--- src/rtl/tifc_pkg.sv ---
package tifc_pkg;
  localparam int NFLAG = 8;
  localparam int NCMP  = 4;

  // Bit positions in the flag and enable registers (software-visible layout)
  localparam int B_T0_OVF  = 0;
  localparam int B_T0_CMP  = 1;
  localparam int B_T1_OVF  = 2;
  localparam int B_T1_CMPB = 3;
  localparam int B_T1_CMPA = 4;
  localparam int B_T1_CAP  = 5;
  localparam int B_T2_OVF  = 6;
  localparam int B_T2_CMP  = 7;

  typedef logic [NFLAG-1:0] flag_vec_t;

  localparam flag_vec_t CMP_MASK = flag_vec_t'((1 << B_T0_CMP) | (1 << B_T1_CMPA) |
                                               (1 << B_T1_CMPB) | (1 << B_T2_CMP));

  // Sticky update: set has priority over clear
  function automatic flag_vec_t flag_update(flag_vec_t cur, flag_vec_t set_v, flag_vec_t clr_v);
    return (cur & ~clr_v) | set_v;
  endfunction

  // Clear vector from the bus write and the acknowledge lines
  function automatic flag_vec_t clear_vec(logic wr, flag_vec_t data, flag_vec_t ackv);
    return (wr ? data : '0) | ackv;
  endfunction

  // Request gating
  function automatic flag_vec_t req_gate(flag_vec_t f, flag_vec_t en, logic g);
    return f & en & {NFLAG{g}};
  endfunction
endpackage

--- src/rtl/tifc_match.sv ---
module tifc_match #(
  parameter int W = 8
) (
  input  logic [W-1:0] count,
  input  logic [W-1:0] target,
  output logic         hit
);
  assign hit = (count == target);
endmodule

--- src/rtl/tifc_event_map.sv ---
module tifc_event_map
  import tifc_pkg::*;
#(
  parameter int T0_W = 8,
  parameter int T1_W = 16,
  parameter int T2_W = 8
) (
  input  logic [T0_W-1:0] t0_count,
  input  logic [T0_W-1:0] t0_cmp,
  input  logic            t0_ovf,
  input  logic [T1_W-1:0] t1_count,
  input  logic [T1_W-1:0] t1_cmp_a,
  input  logic [T1_W-1:0] t1_cmp_b,
  input  logic            t1_ovf,
  input  logic            t1_cap_pin,
  input  logic            t1_cap_top_mode,
  input  logic [T1_W-1:0] t1_cap_reg,
  input  logic [T2_W-1:0] t2_count,
  input  logic [T2_W-1:0] t2_cmp,
  input  logic            t2_ovf,
  output logic [NCMP-1:0] cmp_hit,
  output logic            top_hit,
  output flag_vec_t       set_vec
);
  // cmp_hit order: 0 timer0, 1 timer1 A, 2 timer1 B, 3 timer2
  tifc_match #(.W(T0_W)) u_m_t0  (.count(t0_count), .target(t0_cmp),     .hit(cmp_hit[0]));
  tifc_match #(.W(T1_W)) u_m_t1a (.count(t1_count), .target(t1_cmp_a),   .hit(cmp_hit[1]));
  tifc_match #(.W(T1_W)) u_m_t1b (.count(t1_count), .target(t1_cmp_b),   .hit(cmp_hit[2]));
  tifc_match #(.W(T2_W)) u_m_t2  (.count(t2_count), .target(t2_cmp),     .hit(cmp_hit[3]));
  tifc_match #(.W(T1_W)) u_m_top (.count(t1_count), .target(t1_cap_reg), .hit(top_hit));

  logic cap_event;
  assign cap_event = t1_cap_top_mode ? top_hit : t1_cap_pin;

  always_comb begin
    set_vec              = '0;
    set_vec[B_T0_OVF]    = t0_ovf;
    set_vec[B_T0_CMP]    = cmp_hit[0];
    set_vec[B_T1_OVF]    = t1_ovf;
    set_vec[B_T1_CMPB]   = cmp_hit[2];
    set_vec[B_T1_CMPA]   = cmp_hit[1];
    set_vec[B_T1_CAP]    = cap_event;
    set_vec[B_T2_OVF]    = t2_ovf;
    set_vec[B_T2_CMP]    = cmp_hit[3];
  end
endmodule

--- src/rtl/tifc_flag_reg.sv ---
module tifc_flag_reg
  import tifc_pkg::*;
(
  input  logic      clk,
  input  logic      rst_n,
  input  flag_vec_t set_vec,
  input  flag_vec_t clr_vec,
  output flag_vec_t flags
);
  always_ff @(posedge clk or negedge rst_n) begin
    if (!rst_n) flags <= '0;
    else        flags <= flag_update(flags, set_vec, clr_vec);
  end

  AST_SET_WINS: assert property (@(posedge clk) disable iff (!rst_n)
    (set_vec != '0) |=> ((flags & $past(set_vec)) == $past(set_vec)));
  AST_CLEAR_TAKES: assert property (@(posedge clk) disable iff (!rst_n)
    ((clr_vec & ~set_vec) != '0) |=> ((flags & $past(clr_vec & ~set_vec)) == '0));
  AST_NO_SPURIOUS_SET: assert property (@(posedge clk) disable iff (!rst_n)
    1'b1 |=> ((flags & ~$past(flags) & ~$past(set_vec)) == '0));
endmodule

--- src/rtl/tifc_irq_gate.sv ---
module tifc_irq_gate
  import tifc_pkg::*;
(
  input  logic      clk,
  input  logic      rst_n,
  input  flag_vec_t flags,
  input  flag_vec_t enables,
  input  logic      gie,
  output flag_vec_t irq
);
  assign irq = req_gate(flags, enables, gie);

  AST_GIE_BLOCKS: assert property (@(posedge clk) disable iff (!rst_n)
    !gie |-> (irq == '0));
  AST_REQ_NEEDS_FLAG: assert property (@(posedge clk) disable iff (!rst_n)
    ((irq & ~flags) == '0));
endmodule

--- src/rtl/tifc_top.sv ---
module tifc_top
  import tifc_pkg::*;
#(
  parameter int T0_W = 8,
  parameter int T1_W = 16,
  parameter int T2_W = 8
) (
  input  logic            clk,
  input  logic            rst_n,
  input  logic [T0_W-1:0] t0_count,
  input  logic [T0_W-1:0] t0_cmp,
  input  logic            t0_ovf,
  input  logic [T1_W-1:0] t1_count,
  input  logic [T1_W-1:0] t1_cmp_a,
  input  logic [T1_W-1:0] t1_cmp_b,
  input  logic            t1_ovf,
  input  logic            t1_cap_pin,
  input  logic            t1_cap_top_mode,
  input  logic [T1_W-1:0] t1_cap_reg,
  input  logic [T2_W-1:0] t2_count,
  input  logic [T2_W-1:0] t2_cmp,
  input  logic            t2_ovf,
  input  logic [3:0]      force_cmp,
  input  logic            gie,
  input  logic            flag_wr,
  input  logic            enable_wr,
  input  logic [7:0]      wr_data,
  input  logic [7:0]      ack,
  output logic [7:0]      flags,
  output logic [7:0]      enables,
  output logic [7:0]      irq
);
  logic [NCMP-1:0] cmp_hit;
  logic            top_hit;
  flag_vec_t       set_vec;
  flag_vec_t       clr_vec;
  flag_vec_t       flag_q;
  flag_vec_t       en_q;
  flag_vec_t       irq_w;

  tifc_event_map #(.T0_W(T0_W), .T1_W(T1_W), .T2_W(T2_W)) u_events (
    .t0_count(t0_count), .t0_cmp(t0_cmp), .t0_ovf(t0_ovf),
    .t1_count(t1_count), .t1_cmp_a(t1_cmp_a), .t1_cmp_b(t1_cmp_b), .t1_ovf(t1_ovf),
    .t1_cap_pin(t1_cap_pin), .t1_cap_top_mode(t1_cap_top_mode), .t1_cap_reg(t1_cap_reg),
    .t2_count(t2_count), .t2_cmp(t2_cmp), .t2_ovf(t2_ovf),
    .cmp_hit(cmp_hit), .top_hit(top_hit), .set_vec(set_vec)
  );

  assign clr_vec = clear_vec(flag_wr, wr_data, ack);

  tifc_flag_reg u_flags (
    .clk(clk), .rst_n(rst_n), .set_vec(set_vec), .clr_vec(clr_vec), .flags(flag_q)
  );

  always_ff @(posedge clk or negedge rst_n) begin
    if (!rst_n)         en_q <= '0;
    else if (enable_wr) en_q <= wr_data;
  end

  tifc_irq_gate u_gate (
    .clk(clk), .rst_n(rst_n), .flags(flag_q), .enables(en_q), .gie(gie), .irq(irq_w)
  );

  assign flags   = flag_q;
  assign enables = en_q;
  assign irq     = irq_w;

  AST_FORCE_NO_SET: assert property (@(posedge clk) disable iff (!rst_n)
    ((force_cmp != '0) && (cmp_hit == '0)) |=> ((flags & ~$past(flags) & CMP_MASK) == '0));
  AST_CAP_PIN_MASKED: assert property (@(posedge clk) disable iff (!rst_n)
    (t1_cap_top_mode && !top_hit && !$past(flags[B_T1_CAP]) && !flags[B_T1_CAP]) |=> !flags[B_T1_CAP]);
  AST_ACK_CLEARS: assert property (@(posedge clk) disable iff (!rst_n)
    ((ack & ~set_vec) != '0) |=> ((flags & $past(ack & ~set_vec)) == '0));
  AST_ENABLE_LOAD: assert property (@(posedge clk) disable iff (!rst_n)
    enable_wr |=> (enables == $past(wr_data)));
endmodule

--- config.mk ---
export PLATFORM = sky130hd
export DESIGN_NAME = tifc_top
export DESIGN_NICKNAME = d
export VERILOG_FILES = /design/src/rtl/tifc_pkg.sv /design/src/rtl/tifc_match.sv /design/src/rtl/tifc_event_map.sv /design/src/rtl/tifc_flag_reg.sv /design/src/rtl/tifc_irq_gate.sv /design/src/rtl/tifc_top.sv
export SDC_FILE = /design/constraint.sdc
export NUM_CORES = 1
export LEC_CHECK = 0
export ABC_AREA = 1
export BUFFER_PORTS_ARGS = -buffer_cell sky130_fd_sc_hd__buf_4
export CELL_PAD_IN_SITES_DETAIL_PLACEMENT = 1
export CELL_PAD_IN_SITES_GLOBAL_PLACEMENT = 1
export CORE_MARGIN = 2
export CORE_UTILIZATION = 23
export CTS_CLUSTER_SIZE = 24
export DETAILED_ROUTE_END_ITERATION = 16
export HOLD_SLACK_MARGIN = 0.05
export PLACE_DENSITY_LB_ADDON = 0.1
export REMOVE_ABC_BUFFERS = 1
export SLEW_MARGIN = 20
export SYNTH_ARGS = -nofsm -noshare
export SYNTH_HDL_FRONTEND = slang
export SYNTH_SLANG_ARGS = --single-unit
--- constraint.sdc ---
create_clock -name clk -period 1.07 [get_ports clk]
set_input_delay 0.321 -clock clk [delete_from_list [all_inputs] [get_ports clk]]
set_output_delay 0.321 -clock clk [all_outputs]
set_load 0.05 [all_outputs]
# Yosys cells after proc, flatten, opt, wreduce, memory -nomap -nowiden
# Cells that the tools add are included.
# totals
regBits,16
latchBits,0
ram_bits,0
romBits,0
out_inout_bits,24
word_cells,15
n_memories,0
# classes
addsub,0
n_mul,0
div_mod_pow,0
n_lt_le_gt_ge,0
n_eq_ne,5
shift,0
muxes,2
bitwise_logic,6
reduce_logical,0
# ops
op,n
16-bit == test,3
8-bit bitwise AND,3
8-bit == test,2
8-bit OR,2
8-bit 2-to-1 mux,1
8-bit NOT,1
1-bit 2-to-1 mux,1

# Depth between registers and ports, before layout
# depth
depth_word,5
depth_mapped,8
mapped_depth_nobuf,8

# Cells and area by module
# A second synthesis with hierarchy kept.
# unflattened
hier_cells,369
area_unflattened_um2,1929.4
# by_module_without_submodules
module,n_inst,cells_per_inst,area_per_inst_um2,seq_area_each_um2
tifc_match (u_events.u_m_t1a ...),3,51,246.5,0.0
tifc_top,1,59,400.4,200.2
tifc_match (u_events.u_m_t0 ...),2,44,165.2,0.0
tifc_flag_reg,1,40,320.3,200.2
tifc_event_map,1,12,75.1,0.0
tifc_irq_gate,1,17,63.8,0.0

# Least setup slack after synthesis
# Ideal clock, no wire load.
# synth_timing
kind,register to output
start,register en_q[0] (netlist: enables[0])
end,output irq[0]
t_arrival_ns,1.382
path_slack_ns,-0.633
path_stages_with_launch,3
n_path_buf,0
cell_sequence,dfrtp_1 -> inv_1 -> nor2_1
# synth_between
elab_chain_cells,2
# synth_lines
element,line_no,source
start: declaration,tifc_top.sv:38,flag_vec_t en_q;
start signal: assignment,tifc_top.sv:57,else if (enable_wr) en_q <= wr_data;
8-bit bitwise AND (2 in a row),tifc_pkg.sv:32,return f & en & {NFLAG{g}};
end: declaration,tifc_top.sv:31,output logic [7:0] irq
# Every way passes these cells.

# Final worst setup path
# layout_timing
start,register u_flags.flags[2]
end,output irq[2]
# layout_between
elab_chain_cells,2
# layout_lines
element,line_no,source
start: declaration,tifc_flag_reg.sv:8,output flag_vec_t flags
start signal: assignment,tifc_flag_reg.sv:12,"else flags <= flag_update(flags, set_vec, clr_vec);"
8-bit bitwise AND (2 in a row),tifc_pkg.sv:32,
# Every way passes these cells.

==> reports/qor.csv <==
metric,value,unit
fin_setup_tns,-3560,ps
worstSetupPathType,register to output pin,
reg2reg_setup_slack,110,ps
endpoint,irq[2],
setup_viol_count_final,24,
cp_top_family,flip-flops,
die_h,88,µm
critPathMaxFanout,2,
synth.area.top_cells,"dfrtp_1 25%, nand2_1 20%, xor2_1 14%",
final_common_cell,buf_4,
rows,30,
drv_slew,0,
clk_pin_slew,60,ps
ir_drop,0.397,mV
start_util,23.9,%
rsz0062_at_grt,yes,
grt_max_degree,17,
wl,6.00,mm
antenna_left,0,
insertion_delay,250,ps
hold_depth,2,
nNetsFinal,554,
grt_usage,14.8,%
power_frac_seq,29.6,%
maxSlewHeadroom,85.4,%
first_iter_violations,24,
synthCells,267,
period_share,122,%
arrival,990,ps
clock_sinks,16,
cts_made_buffers,3,
hold_viol_final,0,
drv_cap,0,
cp_slowest_cell,dfrtp_1,
crit_start,u_flags.flags[2],
port-buffer-count,145,
antenna_found_initial,0,
violations,negative setup slack,
avgSynthCellArea,6.08,µm²
power_switching_share,34.4,%
fmax,763,MHz
outcome,"finished, violations left",
tightestPinTransition,219,ps
setup_ws,-241,ps
diodes,0,
path_buf_inv,1,
synth_top_area_cell,dfrtp_1,
coreArea,6790,µm²
reg2reg_to,u_flags.flags[3],
die_w,88,µm
ioPinCount,150,
rr_worst_depth,5,
comb_power_share,50.2,%
hp-class,input port to register,
grt-ovfl-total,0,
power.switching,0.000781,W
ys_types,18,
die_area,7740,µm²
firstDrtPassIters,2,
nFillCells,885,
power_density,723,nW/µm²
internal_power,0.00149,W
root_buffer,clkbuf_8,
yosysSeqAreaShare,24.7,%
synth_warnings,0,
grt_pass1_wl,9.08,mm
synth-seq-cells,16,
drcViolationCount,0,
register_area,400,µm²
timing.rr.start,u_flags.flags[3],
crit_path_end_kind,output pin,
dp_hpwl,5.07,mm
cts_tree,yes,
multi_input_area,1070,µm²
synth_top_cell_area_share,24.7,%
final_cell_mix,"126 x buf_4, 86 x nand2_1, 36 x nor2_1",
startpoint_type,register,
h-tree-depth,1,
skew,0,ps
place_ws,-110,ps
detail_route.wl_per_cell,11.5,µm
drive_gt1_share,42.5,%
vias_per_cell,4.04,
globalplace.congestion,0.717,
area_delta_synth_final,93.4,%
path_depth,3,
cp.required,750,ps
num_vias,2109,
period_minus_slack,1310,ps
slowest_delay,380,ps
grt_pass1_vias,2147,
p_leak,1.73,nW
crit_chain,nand2_1 > nor2_2 > buf_6,
clk_path_buf_depth,2,
synth.cell_area,1620,µm²
power_frac_clock,20.1,%
## how the worst min path moves through the flow
stage	slack (ps)	from	end
6_report	240	t1_ovf	u_flags.flags[2]
5_1_grt	250	t1_ovf	u_flags.flags[2]
4_1_cts	240	t1_ovf	u_flags.flags[2]
3_5_place_dp	200	rst_n	enables[2]
3_3_place_gp	200	rst_n	enables[6]
2_1_floorplan	30	rst_n	enables[0]
## cells in the mapped netlist
master	count
nor2_2	2
inv_2	5
nor2_1	43
nand2_1	86
dfrtp_1	16
inv_1	35
clkbuf_1	1
clkinv_1	1
o21ai_0	10
a21oi_1	8
xnor2_1	16
nand3_1	4
or2_2	4
a21o_1	3
xor2_1	26
a22oi_1	1
nand4_1	4
buf_2	2
## metrics by stage
step,hold WS [ps],util [%],std cells,area (µm²),power [W]
2_1_floorplan,25.4,-,264,1610,0.00115
3_3_place_gp,198,41.8,508,2840,0.00172
3_5_place_dp,197,41.8,508,2840,0.00174
4_1_cts,240,45.4,520,3090,0.00228
5_1_grt,253,46.2,522,3140,0.00243
6_report,244,46.2,522,3140,0.00227
## timing repair
action | in CTS | in global routing
endpoints found under the setup margin | 24 | 24
hold endpoints to repair | 16 | 0
pin swaps | 5 | 4
cloned | 0 | 0
resized for setup | 37 | 13
hold buffers | 1 | 0
setup buffers | 8 | 2
## routing by layer
layer  global-route usage [%]  vias to the layer above  part of all wire (%)
met5                        0                        -                     0
met2                     27.0                       78                    52
met1                     17.0                      910                    40
met4                     3.36                        0                   1.8
met3                     4.24                        8                   6.9
li1                         -                     1113                     -
## power by group through the flow
stage | Combinational, W | Sequential (W) | Clock, W
2_1_floorplan | 0.000336 | 0.000819 | 0
3_3_place_gp | 0.00104 | 0.000677 | 0
3_5_place_dp | 0.00106 | 0.000678 | 0
4_1_cts | 0.00113 | 0.000669 | 0.000478
5_1_grt | 0.00126 | 0.000678 | 0.000499
6_report | 0.00114 | 0.000673 | 0.000457
## area by class of cell
cell class	count	share of cell area, %
flip-flops and latches	16	12.8
inverters	41	4.90
multi-input cells	207	34.2
well taps	96	3.83
repair buffers	159	43.0
clock buffers	3	1.32
## logic make-up (layout without fill, tap and decap cells)
group	count (synthesis)	after routing	share of synthesized area (%)
AOI/OAI and AO/OA	22	22	7.40
buffers and inverters	44	203	10.3
and+or+nand+nor	143	143	34.9
xor gates and xnor gates	42	42	22.7
DFF	16	16	24.7
## registers in the layout, indices dropped and copies added, names as in the netlist
register,cells
enables,8
u_flags.flags,8
Note: power is estimated with default switching activity, not from simulation.
